### src/rtl/uart_rx_pkg.sv
package uart_rx_pkg;

    typedef enum logic [2:0] {
        RX_IDLE,
        RX_START,
        RX_DATA,
        RX_PARITY,
        RX_STOP
    } rx_state_t;

endpackage

### src/rtl/uart_rx_sync.sv
module uart_rx_sync #(
    parameter int STAGES = 2
) (
    input  logic clk,
    input  logic rst_n,
    input  logic din,
    output logic dout
);
    logic [STAGES-1:0] chain_q;

    generate
        for (genvar g = 0; g < STAGES; g++) begin : g_stage
            if (g == 0) begin : g_first
                always_ff @(posedge clk or negedge rst_n) begin
                    if (!rst_n) chain_q[g] <= 1'b1;
                    else        chain_q[g] <= din;
                end
            end else begin : g_next
                always_ff @(posedge clk or negedge rst_n) begin
                    if (!rst_n) chain_q[g] <= 1'b1;
                    else        chain_q[g] <= chain_q[g-1];
                end
            end
        end
    endgenerate

    assign dout = chain_q[STAGES-1];
endmodule

### src/rtl/uart_rx_fsm.sv
module uart_rx_fsm
    import uart_rx_pkg::*;
#(
    parameter int OSR      = 16,
    parameter int MAX_BITS = 9,
    localparam int CNT_W   = $clog2(OSR),
    localparam int BIT_W   = $clog2(MAX_BITS + 1)
) (
    input  logic                clk,
    input  logic                rst_n,
    input  logic                enable,
    input  logic                rx,
    input  logic                tick,
    input  logic [BIT_W-1:0]    nbits,
    input  logic                par_en,
    input  logic                par_odd,
    output logic                commit,
    output logic                stop_low,
    output logic                par_bad,
    output logic [MAX_BITS-1:0] shift_word,
    output logic                busy
);
    localparam logic [CNT_W-1:0] MID_CNT  = CNT_W'(OSR/2 - 1);
    localparam logic [CNT_W-1:0] LAST_CNT = CNT_W'(OSR - 1);

    rx_state_t            state_q, state_d;
    logic [CNT_W-1:0]     cnt_q;
    logic [BIT_W-1:0]     idx_q;
    logic [MAX_BITS-1:0]  shift_q;
    logic                 par_acc_q;
    logic                 par_bad_q;
    logic                 mid_hit, cell_end, last_bit;

    assign mid_hit  = tick && (cnt_q == MID_CNT);
    assign cell_end = tick && (cnt_q == LAST_CNT);
    assign last_bit = (idx_q == nbits - BIT_W'(1));

    // next state
    always_comb begin
        state_d = state_q;
        unique case (state_q)
            RX_IDLE:   if (tick && !rx) state_d = RX_START;
            RX_START:  if (mid_hit)     state_d = rx ? RX_IDLE : RX_DATA;
            RX_DATA:   if (cell_end && last_bit)
                           state_d = par_en ? RX_PARITY : RX_STOP;
            RX_PARITY: if (cell_end)    state_d = RX_STOP;
            RX_STOP:   if (cell_end)    state_d = RX_IDLE;
            default:                    state_d = RX_IDLE;
        endcase
        if (!enable) state_d = RX_IDLE;
    end

    // state register
    always_ff @(posedge clk or negedge rst_n) begin
        if (!rst_n) state_q <= RX_IDLE;
        else        state_q <= state_d;
    end

    // datapath registers
    always_ff @(posedge clk or negedge rst_n) begin
        if (!rst_n) begin
            cnt_q     <= '0;
            idx_q     <= '0;
            shift_q   <= '0;
            par_acc_q <= 1'b0;
            par_bad_q <= 1'b0;
        end else begin
            if (state_q != state_d)
                cnt_q <= '0;
            else if (tick)
                cnt_q <= (cnt_q == LAST_CNT) ? '0 : cnt_q + CNT_W'(1);

            if (state_q == RX_START && state_d == RX_DATA) begin
                idx_q     <= '0;
                par_acc_q <= par_odd;
                par_bad_q <= 1'b0;
            end else if (state_q == RX_DATA && cell_end) begin
                shift_q   <= {rx, shift_q[MAX_BITS-1:1]};
                par_acc_q <= par_acc_q ^ rx;
                idx_q     <= idx_q + BIT_W'(1);
            end else if (state_q == RX_PARITY && cell_end) begin
                par_bad_q <= par_acc_q ^ rx;
            end
        end
    end

    // outputs
    always_comb begin
        commit     = enable && (state_q == RX_STOP) && cell_end;
        stop_low   = !rx;
        par_bad    = par_en && par_bad_q;
        shift_word = shift_q;
        busy       = (state_q != RX_IDLE);
    end
endmodule

### src/rtl/uart_rx_buffer.sv
module uart_rx_buffer #(
    parameter int MAX_BITS = 9,
    localparam int DATA_W  = MAX_BITS - 1,
    localparam int BIT_W   = $clog2(MAX_BITS + 1)
) (
    input  logic                clk,
    input  logic                rst_n,
    input  logic                commit,
    input  logic [MAX_BITS-1:0] shift_word,
    input  logic [BIT_W-1:0]    nbits,
    input  logic                stop_low,
    input  logic                par_bad,
    input  logic                rd,
    output logic [DATA_W-1:0]   data,
    output logic                bit8,
    output logic                full,
    output logic                ferr,
    output logic                perr
);
    logic [MAX_BITS-1:0] aligned;

    // the newest bit enters at the top, so a short frame sits high in the word
    assign aligned = shift_word >> (BIT_W'(MAX_BITS) - nbits);

    always_ff @(posedge clk or negedge rst_n) begin
        if (!rst_n) begin
            data <= '0;
            bit8 <= 1'b0;
            full <= 1'b0;
            ferr <= 1'b0;
            perr <= 1'b0;
        end else if (commit) begin
            data <= aligned[DATA_W-1:0];
            bit8 <= aligned[MAX_BITS-1];
            full <= 1'b1;
            ferr <= stop_low;
            perr <= par_bad;
        end else if (rd) begin
            full <= 1'b0;
        end
    end
endmodule

### src/rtl/uart_frame_rx.sv
module uart_frame_rx #(
    parameter int OSR         = 16,
    parameter int MIN_BITS    = 5,
    parameter int MAX_BITS    = 9,
    parameter int SYNC_STAGES = 2,
    localparam int DATA_W     = MAX_BITS - 1,
    localparam int BIT_W      = $clog2(MAX_BITS + 1)
) (
    input  logic              clk,
    input  logic              rst_n,
    input  logic              rx_i,
    input  logic              tick_i,
    input  logic              rx_en_i,
    input  logic [3:0]        data_bits_i,
    input  logic              parity_en_i,
    input  logic              parity_odd_i,
    input  logic              rd_i,
    output logic [DATA_W-1:0] rd_data_o,
    output logic              rd_bit8_o,
    output logic              rx_done_o,
    output logic              frame_err_o,
    output logic              parity_err_o,
    output logic              pin_own_o
);
    logic                rx_s;
    logic                commit;
    logic                stop_low;
    logic                par_bad;
    logic                rx_busy;
    logic [MAX_BITS-1:0] shift_word;
    logic [BIT_W-1:0]    nbits;

    always_comb begin
        if (int'(data_bits_i) < MIN_BITS)      nbits = BIT_W'(MIN_BITS);
        else if (int'(data_bits_i) > MAX_BITS) nbits = BIT_W'(MAX_BITS);
        else                                   nbits = BIT_W'(data_bits_i);
    end

    always_ff @(posedge clk or negedge rst_n) begin
        if (!rst_n) pin_own_o <= 1'b0;
        else        pin_own_o <= rx_en_i;
    end

    uart_rx_sync #(.STAGES(SYNC_STAGES)) u_sync (
        .clk  (clk),
        .rst_n(rst_n),
        .din  (rx_i),
        .dout (rx_s)
    );

    uart_rx_fsm #(.OSR(OSR), .MAX_BITS(MAX_BITS)) u_fsm (
        .clk       (clk),
        .rst_n     (rst_n),
        .enable    (rx_en_i),
        .rx        (rx_s),
        .tick      (tick_i),
        .nbits     (nbits),
        .par_en    (parity_en_i),
        .par_odd   (parity_odd_i),
        .commit    (commit),
        .stop_low  (stop_low),
        .par_bad   (par_bad),
        .shift_word(shift_word),
        .busy      (rx_busy)
    );

    uart_rx_buffer #(.MAX_BITS(MAX_BITS)) u_buf (
        .clk       (clk),
        .rst_n     (rst_n),
        .commit    (commit),
        .shift_word(shift_word),
        .nbits     (nbits),
        .stop_low  (stop_low),
        .par_bad   (par_bad),
        .rd        (rd_i),
        .data      (rd_data_o),
        .bit8      (rd_bit8_o),
        .full      (rx_done_o),
        .ferr      (frame_err_o),
        .perr      (parity_err_o)
    );
endmodule

### config.mk
export PLATFORM = sky130hd
export DESIGN_NAME = uart_frame_rx
export DESIGN_NICKNAME = d
export VERILOG_FILES = /design/src/rtl/uart_rx_pkg.sv /design/src/rtl/uart_rx_sync.sv /design/src/rtl/uart_rx_fsm.sv /design/src/rtl/uart_rx_buffer.sv /design/src/rtl/uart_frame_rx.sv
export SDC_FILE = /design/constraint.sdc
export NUM_CORES = 1
export LEC_CHECK = 0
export ABC_CLOCK_PERIOD_IN_PS = 1700
export BUFFER_PORTS_ARGS = -buffer_cell sky130_fd_sc_hd__buf_2
export CAP_MARGIN = 20
export CORE_MARGIN = 2
export CORE_UTILIZATION = 52
export CTS_BUF_LIST = sky130_fd_sc_hd__clkbuf_16
export CTS_CLUSTER_SIZE = 10
export DETAILED_ROUTE_END_ITERATION = 10
export PLACE_DENSITY = 0.81
export REMOVE_ABC_BUFFERS = 1
export SETUP_SLACK_MARGIN = 0.3
export SLEW_MARGIN = 20
export SYNTH_ARGS = -nofsm -noshare
export SYNTH_HDL_FRONTEND = slang
export SYNTH_SLANG_ARGS = --single-unit
### constraint.sdc
create_clock -name clk -period 1.7 [get_ports clk]
set_input_delay 0 -clock clk [delete_from_list [all_inputs] [get_ports clk]]
set_output_delay 0 -clock clk [all_outputs]
set_load 0.01 [all_outputs]
# After elaboration in Yosys (flattened, before gate mapping)
# Cells that the tools add are included.
totals:
  reg_bits: 37
  in_bits: 12
  output_inout_bits: 13
  elab_cells: 74
classes:
  n_addsub: 4
  magnitude_cmp: 2
  eq_ne: 10
  shifts: 1
  mux: 23
  bitwise: 2
  reduce_logical: 18
op_table:
  columns: ["op", "count"]
  rows:
  - ["two-way mux 4 bit", 7]
  - ["two-way mux 3 bit", 7]
  - ["case mux 3 bit (5 select lines)", 1]
  - ["logical AND 1 bit", 10]
  - ["== test 3 x 2 -> 1 bit, second input constant", 3]
  - ["right shift 9 x 4 -> 9 bit", 1]
  - ["adder 4 x 1 -> 4 bit, second input constant", 2]
  - ["nonzero test 2 bit", 4]
  - ["two-way mux 1 bit", 7]
  - ["== test 4 x 3 -> 1 bit, second input constant", 1]
  - ["== test 4 bit", 1]
  - ["== test 4 bit, second input constant", 1]
  - ["> comparator 4 bit, second input constant", 1]
  - ["< comparator 4 x 3 -> 1 bit, second input constant", 1]
  - ["AND reduction 2 bit", 2]
  - ["subtractor 4 x 1 -> 4 bit, second input constant", 1]
  - ["subtractor 4 bit, first input constant", 1]
  - ["== test 3 x 1 -> 1 bit, second input constant", 1]
  - ["== test 3 bit, second input constant", 1]
  - ["zero test 3 bit", 1]
  - ["!= test 3 bit", 1]
  - ["two-way mux 2 bit", 1]
  - ["!= test 2 x 1 -> 1 bit, second input constant", 1]
  - ["zero test 1 bit", 1]
  - ["other kinds (2)", 2]

# Depth between registers and ports, before layout
# Gate-level depths: netlist (run 1).
depth:
  depth_word: 13
  depth_mapped: 10
  depth_no_buf: 9

# Modules after synthesis
# From an unflattened synthesis (run 1), not the netlist that was laid out.
unflattened:
  hier_cells: 227
  hier_area_um2: 2283.4
by_module_without_submodules:
  columns: ["module", "n_inst", "cells_each", "area_each_um2"]
  rows:
  - ["uart_rx_fsm", 1, 151, 1383.8]
  - ["uart_rx_buffer", 1, 68, 790.8]
  - ["uart_frame_rx", 1, 6, 56.3]
  - ["uart_rx_sync", 1, 2, 52.6]

# Worst setup path before layout (run 1)
# No wires, ideal clock.
synth_timing:
  path_type: "flip-flop to flip-flop"
  from: "register u_fsm.cnt_q[0]"
  to: "register u_buf.data[5]"
  setup_time_ps: 121
  arrival_ps: 1685
  required_time_ps: 1579
  slack_ps: -106
  path_stages_with_launch: 7
  path_buffers: 2
  synth_period_minus_slack_ps: 1806
  cell_sequence: "dfrtp_1 > ha_1 > nand4_1 > or3_1 > clkbuf_1 > buf_2 > a22o_1"
synth_between:
  elab_chain_len: 3
synth_rtl:
  columns: ["element", "line", "source"]
  rows:
  - ["start, declared", "uart_rx_fsm.sv:27", "logic [CNT_W-1:0] cnt_q;"]
  - ["start signal, assigned", "uart_rx_fsm.sv:71", "cnt_q <= (cnt_q == LAST_CNT) ? '0 : cnt_q + CNT_W'(1);"]
  - ["== test 4 bit", "uart_rx_fsm.sv:35", "assign cell_end = tick && (cnt_q == LAST_CNT);"]
  - ["logical AND 1 bit", "uart_rx_fsm.sv:35", null]
  - ["logical AND 1 bit", "uart_rx_fsm.sv:89", "commit = enable && (state_q == RX_STOP) && cell_end;"]
  - ["end signal, assigned", "uart_rx_buffer.sv:33", "data <= aligned[DATA_W-1:0];"]
  - ["end, declared", "uart_rx_buffer.sv:14", "output logic [DATA_W-1:0] data,"]
# No other way between the ends.
# A chain may end at the register's enable or synchronous reset.

# Worst setup path in the final report (run 1)
layout_timing:
  from: "register u_fsm.state_q[0]"
  to: "register u_buf.data[3]"
layout_between:
  elab_chain_len: 3
layout_rtl:
  columns: ["element", "line", "source"]
  rows:
  - ["start, declared", "uart_rx_fsm.sv:26", "rx_state_t state_q, state_d;"]
  - ["start signal, assigned", "uart_rx_fsm.sv:56", "else state_q <= state_d;"]
  - ["== test 3 bit", "uart_rx_fsm.sv:89", null]
  - ["logical AND 1 bit (2 in a row)", "uart_rx_fsm.sv:89", null]
# No other way between the ends.

==> out/metrics.yaml, run 1 <==
outcome: "finished, violations left"
failed_checks: "negative setup slack"
floorplan.initialDensity: 0.544
finalHoldWorstSlack_ns: 0.0391
worst_path_largest_cell_delay_ns: 0.46
synthesis_warning_total: 0
setup.reg_to_reg.worst_slack_ns: -0.02
wl_per_cell_um: 18.7
critPathArrivalTime_ns: 1.88
yosys_most_used_dff: "dfrtp_1"
final-max-slew-violation-count: 0
ctsHtreeMaxLevel: 2
mostFrequentLayoutCell: "nand2_1"
core_ar_sq_um: 4000
die_area_sq_um: 4710
grt_max_degree: 38
vias_per_cell: 6.36
detailedRoute.firstPassIterationCount: 6
finalClockSkew_ns: 0.00417
timing.critical_path.from: "u_fsm.state_q[0]"
cp_startpoint_kind: "flop"
synth-edff-count: 0
timing.rr.end: "u_buf.data[3]"
synth-seq-cells: 37
drtAntennaViolNets: 0
drive_gt1_frac: 0.327
depth_of_the_worst_register_to_register_path: 6
leakagePower_nw: 1.37
worst_path_dominant_cell_family: "simple AND/OR/NAND/NOR gates"
cts.sink_count: 37
postLayoutCellArea_sq_um: 2930
worst_setup_hold_path_clk_slew_ns: 0.06
top_signal_layer_used: "met4"
critPathRequiredTime_ns: 1.86
first_iter_violations: 263
wp_buf_inv: 1
vdd_ir_drop_max_v: 0.000533
setup_repair_after_global_routing_missed_its_margin: "yes"
grt_antenna_before_repair: 1
post-route-drc-count: 0
synth.lib_cells_used.distinct: 48
synth_area_sq_um: 2170
critical_path_depth: 6
die_h_um: 68.7
cellPowerDensity_nw_per_um2: 835
critical-path-slowest-cell: "dfrtp_2"
syn_inst: 246
placement_rows: 23
routed_wl_um: 6560
cts.root.buffer_cell: "clkbuf_16"
actual_transition_at_the_worst_max_transition_pin_ns: 0.819
clockBufferDepth: 2
flow.area_growth_from_synthesis_pct: 34.9
hold_path_class: "input port to flop"
met3WireLength_um: 497
vias_in_the_first_global_route: 1914
detailed_place.area_sq_um: 2500
finish.net_count: 316
gp_routability_congestion: 0.944
fin_crit_sh: 1.01
gr-usage-all-layers: 0.261
fillerInstances: 236
regToRegStartpoint: "u_fsm.state_q[0]"
yosysSeqAreaShare: 0.427
cts_made_buffers: 5
report.final.hold_viol_count: 0
synth_area_per_cell_sq_um: 8.84
period_minus_slack_ns: 1.72
timing.fmax_mhz: 581
final_cell_mix: "47 x nand2_1, 34 x dfrtp_1, 28 x buf_4"
cts_tree: "done"
buffer_ports.inserted: 24
path_max_fanout: 7
clkLatencyLatePin_ns: 0.28
dp_hpwl_um: 3700
cp-end-kind: "flop"
vias: 2231
num_io_pins: 25
grt_overflow: 0
die_width_um: 68.7
max-slew-margin-rel: 0.454
metal_1_wl_um: 2590
drv.max_cap_violation_count: 0
routed-wl-met2_um: 3090
ys_async_sr_fraction: 1.00
global_route_wire_length_before_repair_um: 9030
postLayoutSetupSlackWorst_ns: -0.0200
critPathCapture: "u_buf.data[3]"
timing.setup.critical_path_class: "flop to flop"
critical_path.cell_chain: "nor2_2 -> nand2_2 -> or3_4 -> buf_6 -> a31oi_1 -> a21oi_1"
setup_viol: 2
[power by group]
part           switching (mW)  internal, mW  total [mW]
sequential             0.0586         0.927       0.985
clock                   0.357         0.686        1.04
combinational           0.225         0.196       0.421
total                   0.641          1.81        2.45
[through the flow]
stage / setup slack, ns / total power [mW] / setup TNS, ns / utilization / instances
2_1_floorplan: -0.139 / 1.16 / -0.712 / - / 231
3_3_place_gp: -0.122 / 1.30 / -0.335 / 0.624 / 332
3_5_place_dp: -0.170 / 1.32 / -1.18 / 0.624 / 332
4_1_cts: 0.0423 / 2.39 / 0 / 0.708 / 347
5_1_grt: -0.0539 / 2.52 / -0.203 / 0.733 / 351
6_report: -0.0200 / 2.45 / -0.0225 / 0.733 / 351
[metal layers]
layer / up-vias / global-route usage
met5: - / 0
met2: 134 / 0.409
li1: 972 / -
met4: 0 / 0.140
met3: 40 / 0.0568
met1: 1085 / 0.336
[cell type report]
cell class,instances,area [sq um],share of cell area
tap,50,62.6,0.0213
clock buffer,5,125,0.0427
timing repair buffer,61,430,0.147
inverter,6,22.5,0.00768
multi-input combinational,188,1320,0.450
antenna,1,2.50,0.000853
clock inverter,3,41.3,0.0141
sequential,37,930,0.317
[synth_stat cells, types with 3 or more instances]
cell,n,area share
a31oi_1,4,0.012
xor2_1,5,0.020
nor2_1,12,0.021
nor3_1,5,0.012
o22ai_1,4,0.012
buf_2,6,0.014
inv_1,5,0.0086
o21ai_1,6,0.014
or3_1,3,0.0086
clkbuf_1,8,0.014
mux2i_1,9,0.041
and3_1,3,0.0086
nand3_1,6,0.014
nor2b_1,8,0.023
ha_1,5,0.029
o31ai_1,4,0.014
a21oi_1,14,0.032
o21ai_0,7,0.016
nand2_1,49,0.085
a211oi_1,4,0.014
a22o_1,4,0.016
xnor2_1,7,0.028
dfrtp_1,35,0.40
nand3b_1,3,0.010
[sequential cells by signal, indices dropped and copies added (netlist names)]
register,flops
u_buf.data,8
u_fsm.state_q,3
u_fsm.cnt_q,4
u_fsm.par_bad_q,1
pin_own_o,1
u_fsm.idx_q,4
u_buf.bit8,1
u_fsm.par_acc_q,1
u_sync.dout,1
u_buf.ferr,1
u_sync.chain_q,1
u_fsm.shift_word,9
u_buf.full,1
u_buf.perr,1
[worst min-delay path by stage]
stage | cells after the start | start | slack [ns] | to
global placement | 1 | rx_i | 0.11 | u_sync.chain_q[0]
global route | 3 | rx_en_i | 0.07 | u_fsm.state_q[2]
CTS | 3 | rx_en_i | 0.04 | u_fsm.state_q[2]
detailed placement | 1 | rx_i | 0.11 | u_sync.chain_q[0]
floorplan | 0 | rst_n | -0.30 | pin_own_o
finish | 3 | rx_en_i | 0.04 | u_fsm.state_q[2]
[what timing repair did]
item	CTS	global route
hold endpoints to repair	40	0
setup endpoints to repair	34	34
hold buffers	6	0
cloned	0	0
pin swaps	10	15
resized for setup	25	17
buffers inserted	1	3
[cell families after synthesis]
group | count (synthesis) | share of synthesized area
AO/OA/AOI/OAI | 59 | 0.180
XOR/XNOR | 12 | 0.0483
adder cells (fa/ha/maj) | 5 | 0.0288
buffers and inverters | 21 | 0.0397
flip-flops | 37 | 0.427
multiplexers | 10 | 0.0466
AND/OR/NAND/NOR | 102 | 0.230
[worst min-delay path, cell delays in order]
cell,delay [ns]
buf_2,0.15
o21ai_2,0.07
o31ai_2,0.06
No activity file was read; power rests on OpenSTA's default activity.
==> inputs of run 2 (changes only) <==
--- a/config.mk
+++ b/config.mk
@@ -5,15 +5,15 @@
 export SDC_FILE = /design/constraint.sdc
 export NUM_CORES = 1
 export LEC_CHECK = 0
-export ABC_CLOCK_PERIOD_IN_PS = 1700
+export ABC_CLOCK_PERIOD_IN_PS = 2000
 export BUFFER_PORTS_ARGS = -buffer_cell sky130_fd_sc_hd__buf_2
 export CAP_MARGIN = 20
 export CORE_MARGIN = 2
-export CORE_UTILIZATION = 52
+export CORE_UTILIZATION = 55
 export CTS_BUF_LIST = sky130_fd_sc_hd__clkbuf_16
 export CTS_CLUSTER_SIZE = 10
 export DETAILED_ROUTE_END_ITERATION = 10
-export PLACE_DENSITY = 0.81
+export PLACE_DENSITY = 0.82
 export REMOVE_ABC_BUFFERS = 1
 export SETUP_SLACK_MARGIN = 0.3
 export SLEW_MARGIN = 20
==> constraint.sdc (replaced) <==
create_clock -name clk -period 2 [get_ports clk]
set_input_delay 0 -clock clk [delete_from_list [all_inputs] [get_ports clk]]
set_output_delay 0 -clock clk [all_outputs]
set_load 0.01 [all_outputs]
==> run 2 against run 1 <==
  * The flow now finishes without violations
  * Combinational power fell by 18%
  * Worst hold slack improved by 0.088 ns
  * Register-to-register slack gained 0.28 ns
  * Clock power is 30% lower
  * Global-route usage grew 0.10 points
  * Cell area fell by 5.3%
  * Critical endpoint is now u_fsm.state_q[2]
==> out/metrics.yaml, run 2 (synthesis gave the netlist of run 1 again) <==
critPathRequiredTime_ns: 2.17
die_width_um: 66.9
actual_transition_at_the_worst_max_transition_pin_ns: 0.822
gp_routability_congestion: 0.897
finalClockSkew_ns: 0.00577
cp-end-kind: "flop"
max_reg_flops: 9
fin_setup_tns_ns: 0
drtAntennaViolNets: 0
worst_path_largest_cell_delay_ns: 0.41
wl_per_cell_um: 16.4
routed_wl_um: 5590
drv.max_cap_violation_count: 0
post-place-ws_ns: 0.0317
final-max-slew-violation-count: 0
drive_gt1_frac: 0.266
critPathArrivalTime_ns: 1.91
vias_in_the_first_global_route: 1843
first_iter_violations: 278
cts_tree: "done"
floorplan.initialDensity: 0.581
outcome: "complete, no violations"
grt_antenna_before_repair: 0
final_cell_mix: "48 x nand2_1, 34 x dfrtp_1, 24 x buf_2"
postLayoutCellArea_sq_um: 2780
vdd_ir_drop_max_v: 0.000415
hp-start: "tick_i"
cts_made_buffers: 5
global_route_wire_length_before_repair_um: 8760
vias_per_cell: 6.00
finalHoldWorstSlack_ns: 0.127
clkLatencyLatePin_ns: 0.28
gr-usage-all-layers: 0.262
worst_setup_hold_path_clk_slew_ns: 0.06
ctsHtreeMaxLevel: 2
path_max_fanout: 5
fillerInstances: 249
die_area_sq_um: 4470
mostFrequentLayoutCell: "nand2_1"
postLayoutSetupSlackWorst_ns: 0.265
timing.setup.critical_path_class: "flop to flop"
cts.root.buffer_cell: "clkbuf_16"
hold_path_class: "input port to flop"
grt_overflow: 0
buffer_ports.inserted: 24
die_h_um: 66.9
flow.area_growth_from_synthesis_pct: 27.7
vias: 2045
detailed_place.area_sq_um: 2400
finish.net_count: 309
critical-path-slowest-cell: "dfrtp_1"
dp_hpwl_um: 3360
report.final.hold_viol_count: 0
cellPowerDensity_nw_per_um2: 688
core_ar_sq_um: 3740
placement_rows: 22
detailedRoute.firstPassIterationCount: 4
post-route-drc-count: 0
cts.sink_count: 37
setup_repair_after_global_routing_missed_its_margin: "yes"
max-slew-margin-rel: 0.452
leakagePower_nw: 1.31
period_minus_slack_ns: 1.74
timing.critical_path.from: "u_fsm.cnt_q[1]"
timing.fmax_mhz: 576
design_power_total_mw: 1.91
num_io_pins: 25
regToRegStartpoint: "u_fsm.cnt_q[1]"
cp_startpoint_kind: "flop"
setup_viol: 0
clockBufferDepth: 2
grt_max_degree: 38
fin_crit_sh: 0.868
diodes: 0
critical_path.cell_chain: "ha_4 -> nand4_1 -> buf_4 -> nor3_4 -> nand3_2 -> o31ai_1"
-- run 2: changes by cell type in the layout (fill, tap and decap cells not counted), sizes merged --
cell      change
buf           -7
inv           +3
bufinv        -1
clkinv        -1
clkinvlp      -1
diode         -1
-- run 2: path summary, 6_finish.rpt --
kind,endpoint,slack [ns],cells past startpoint
max in group asynchronous,u_fsm.state_q[2],1.08,2
setup reg to reg,u_fsm.state_q[2],0.26,6
hold reg to reg,u_sync.dout,0.36,0
setup / recovery,u_fsm.state_q[2],0.26,6
min in group asynchronous,u_fsm.cnt_q[0],0.36,2
hold / removal,u_fsm.cnt_q[0],0.13,3
-- run 2: metrics by stage --
stage,utilization,cells
3_5_place_dp,0.642,318
6_report,0.742,341
3_3_place_gp,0.642,318
4_1_cts,0.712,336
5_1_grt,0.742,341
2_1_floorplan,-,231
-- run 2: per-layer routing --
| metal | routed length [um] | GRT usage | up-vias |
|---|---|---|---|
| li1 | - | - | 966 |
| met1 | 2480 | 0.348 | 1004 |
| met2 | 2700 | 0.416 | 67 |
| met3 | 316 | 0.0659 | 8 |
| met4 | 89 | 0.0893 | 0 |
| met5 | 0 | 0 | - |
-- run 2: layout make-up --
type / count / area, sq um / area share
clock buffers: 5 / 125 / 0.0450
clock inverters: 3 / 11.3 / 0.00405
inverters: 6 / 22.5 / 0.00811
multi-input cells: 188 / 1260 / 0.454
flip-flops and latches: 37 / 930 / 0.335
well taps: 48 / 60.1 / 0.0216
repair buffers: 54 / 368 / 0.132
-- run 2: report_power, final --
part / internal, mW / switching (mW)
Combinational: 0.167 / 0.177
Sequential: 0.788 / 0.0510
Clock: 0.447 / 0.282
Total: 1.40 / 0.510
-- run 2: critical path, delay by kind of cell, from the launching register on --
| kind | cells | cell delay [ns] |
|---|---|---|
| adder cells (fa/ha/maj) | 1 | 0.17 |
| flip-flops | 1 | 0.41 |
| buffers and inverters | 1 | 0.22 |
| AO/OA/AOI/OAI | 1 | 0.30 |
| AND/OR/NAND/NOR | 3 | 0.52 |
-- run 2: timing repair --
action,4_1_cts,5_1_grt
hold endpoints to repair,40,0
hold buffers,6,0
pin swaps,1,5
resized for setup,8,19
setup endpoints to repair,31,26
setup buffers,4,5
==> inputs of run 3 (changes only) <==
--- a/config.mk
+++ b/config.mk
@@ -5,15 +5,15 @@
 export SDC_FILE = /design/constraint.sdc
 export NUM_CORES = 1
 export LEC_CHECK = 0
-export ABC_CLOCK_PERIOD_IN_PS = 2000
+export ABC_CLOCK_PERIOD_IN_PS = 1500
 export BUFFER_PORTS_ARGS = -buffer_cell sky130_fd_sc_hd__buf_2
 export CAP_MARGIN = 20
 export CORE_MARGIN = 2
-export CORE_UTILIZATION = 55
+export CORE_UTILIZATION = 52
 export CTS_BUF_LIST = sky130_fd_sc_hd__clkbuf_16
 export CTS_CLUSTER_SIZE = 10
 export DETAILED_ROUTE_END_ITERATION = 10
-export PLACE_DENSITY = 0.82
+export PLACE_DENSITY = 0.81
 export REMOVE_ABC_BUFFERS = 1
 export SETUP_SLACK_MARGIN = 0.3
 export SLEW_MARGIN = 20
==> constraint.sdc (replaced) <==
create_clock -name clk -period 1.5 [get_ports clk]
set_input_delay 0 -clock clk [delete_from_list [all_inputs] [get_ports clk]]
set_output_delay 0 -clock clk [all_outputs]
set_load 0.01 [all_outputs]
==> run 3 against run 2 <==
  * The run now ends with negative setup slack left
  * Via count grew 24%
  * Highest routed layer unchanged
  * Setup slack lost 0.51 ns
  * Routed wire length grew 60%
  * Sequential power grew 31%
  * Critical path depth grew 4
  * Critical path type is now input port to flop
==> out/metrics.yaml, run 3 (synthesis gave the netlist of run 1 again) <==
outcome: "finished, violations left"
failed_checks: "negative setup slack"
timing.setup.critical_path_class: "input port to flop"
placement_rows: 23
vias: 2530
critPathArrivalTime_ns: 1.93
max_reg_flops: 9
postLayoutCellArea_sq_um: 3290
grt_max_degree: 38
drive_gt1_frac: 0.468
gp_routability_congestion: 0.977
leakagePower_nw: 1.56
flow.area_growth_from_synthesis_pct: 51.5
postLayoutSetupSlackWorst_ns: -0.241
clkLatencyLatePin_ns: 0.29
finish.net_count: 343
gr-usage-all-layers: 0.347
buffer_ports.inserted: 24
die_width_um: 68.7
detailedRoute.firstPassIterationCount: 9
vias_per_cell: 6.71
clkPwrFrac: 0.370
period_minus_slack_ns: 1.74
hold_path_class: "input port to flop"
die_area_sq_um: 4710
final-max-slew-violation-count: 0
floorplan.initialDensity: 0.544
finalClockSkew_ns: 0.0116
regArea_sq_um: 930
mostFrequentLayoutCell: "buf_4"
critPathRequiredTime_ns: 1.69
cts.sink_count: 37
cts_tree: "done"
grt_overflow: 0
stdcell_count: 377
seq_power_share: 0.394
ctsHtreeMaxLevel: 2
global_route_wire_length_before_repair_um: 11800
wl_per_cell_um: 23.7
setup_repair_after_global_routing_missed_its_margin: "yes"
final_cell_mix: "44 x buf_4, 34 x dfrtp_1, 31 x nand2_1"
diodes: 0
internal_power_mw: 1.97
first_iter_violations: 530
num_io_pins: 25
vias_in_the_first_global_route: 2367
setup_viol: 30
fin_crit_sh: 1.16
clockBufferDepth: 2
switching_power_of_the_nets_mw: 0.832
swShare: 0.296
die_h_um: 68.7
detailed_place.area_sq_um: 2650
dp_hpwl_um: 4050
drtAntennaViolNets: 0
cellPowerDensity_nw_per_um2: 852
post-place-cells: 351
multiInputGateArea_sq_um: 1450
fin_setup_tns_ns: -3.09
cp-end-kind: "flop"
report.final.hold_viol_count: 0
drv.max_cap_violation_count: 0
actual_transition_at_the_worst_max_transition_pin_ns: 0.529
timing.fmax_mhz: 574
cp_startpoint_kind: "input port"
grt_antenna_before_repair: 0
max-slew-margin-rel: 0.647
cts.root.buffer_cell: "clkbuf_16"
vdd_ir_drop_max_v: 0.000781
path_max_fanout: 4
comb_power_share: 0.236
cts_made_buffers: 5
design_power_total_mw: 2.81
fillerInstances: 181
finalHoldWorstSlack_ns: 0.0525
post-route-drc-count: 0
worst_setup_hold_path_clk_slew_ns: 0.07
core_ar_sq_um: 4000
routed_wl_um: 8930
-- run 3: cell types whose count changed in the layout (fill, tap and decap cells not counted), moves of 4 or more --
cell and change:
o21ai_2 +7, buf_6 +9, nand2_1 -17, buf_4 +22
o21ai_0 -4, nand2_2 +14
-- run 3: final timing paths --
check | from | end | slack (ns) | depth (start not counted)
worst max-delay path | data_bits_i[0] | u_fsm.state_q[2] | -0.24 | 10
worst min-delay path | rx_en_i | u_fsm.state_q[2] | 0.05 | 3
worst max register to register | u_fsm.cnt_q[0] | u_buf.data[0] | -0.22 | 8
worst min register to register | u_sync.chain_q[0] | u_sync.dout | 0.36 | 0
max in group asynchronous | rst_n | u_fsm.state_q[2] | 0.86 | 3
min in group asynchronous | rst_n | u_fsm.cnt_q[1] | 0.28 | 3
-- run 3: layout make-up --
cell class,count,share of cell area
Clock buffer,5,0.0380
Clock inverter,3,0.00380
Tap cell,50,0.0190
Timing Repair Buffer,88,0.209
Sequential cell,37,0.282
Multi-Input combinational cell,188,0.441
Inverter,6,0.00684
-- run 3: per-stage QoR --
step | worst slack [ns] | util
2_1_floorplan | -0.339 | -
3_3_place_gp | -0.276 | 0.663
3_5_place_dp | -0.384 | 0.663
4_1_cts | -0.0947 | 0.779
5_1_grt | -0.324 | 0.824
6_report | -0.241 | 0.824
-- run 3: timing repair --
action	4_1_cts	5_1_grt
hold buffers	6	0
buffers inserted	6	5
endpoints found under the setup margin	34	34
resized for setup	54	35
cloned	1	0
pin swaps	25	15
endpoints found under the hold margin	40	0
-- run 3: power by group through the flow --
| stage | combinational [mW] | sequential [mW] | clock, mW |
|---|---|---|---|
| 6_report | 0.664 | 1.10 | 1.04 |
| 5_1_grt | 0.702 | 1.11 | 1.07 |
| 4_1_cts | 0.537 | 1.09 | 0.994 |
| 3_5_place_dp | 0.459 | 1.10 | 0 |
| 3_3_place_gp | 0.446 | 1.10 | 0 |
| 2_1_floorplan | 0.198 | 1.11 | 0 |
-- run 3: metal layers --
metal	up-vias	GRT usage	share of wire
met5	-	0	0
li1	1031	-	-
met2	227	0.550	0.46
met4	0	0.213	0.065
met3	77	0.0893	0.10
met1	1195	0.420	0.38
-- run 3: critical path: stages --
cell and delay, ns:
buf_2 0.15, nor4bb_4 0.38, nor2_1 0.13, inv_1 0.08
ha_1 0.19, xor2_2 0.21, xnor2_2 0.11, nor3_4 0.21
nand3_2 0.16, o31ai_2 0.31
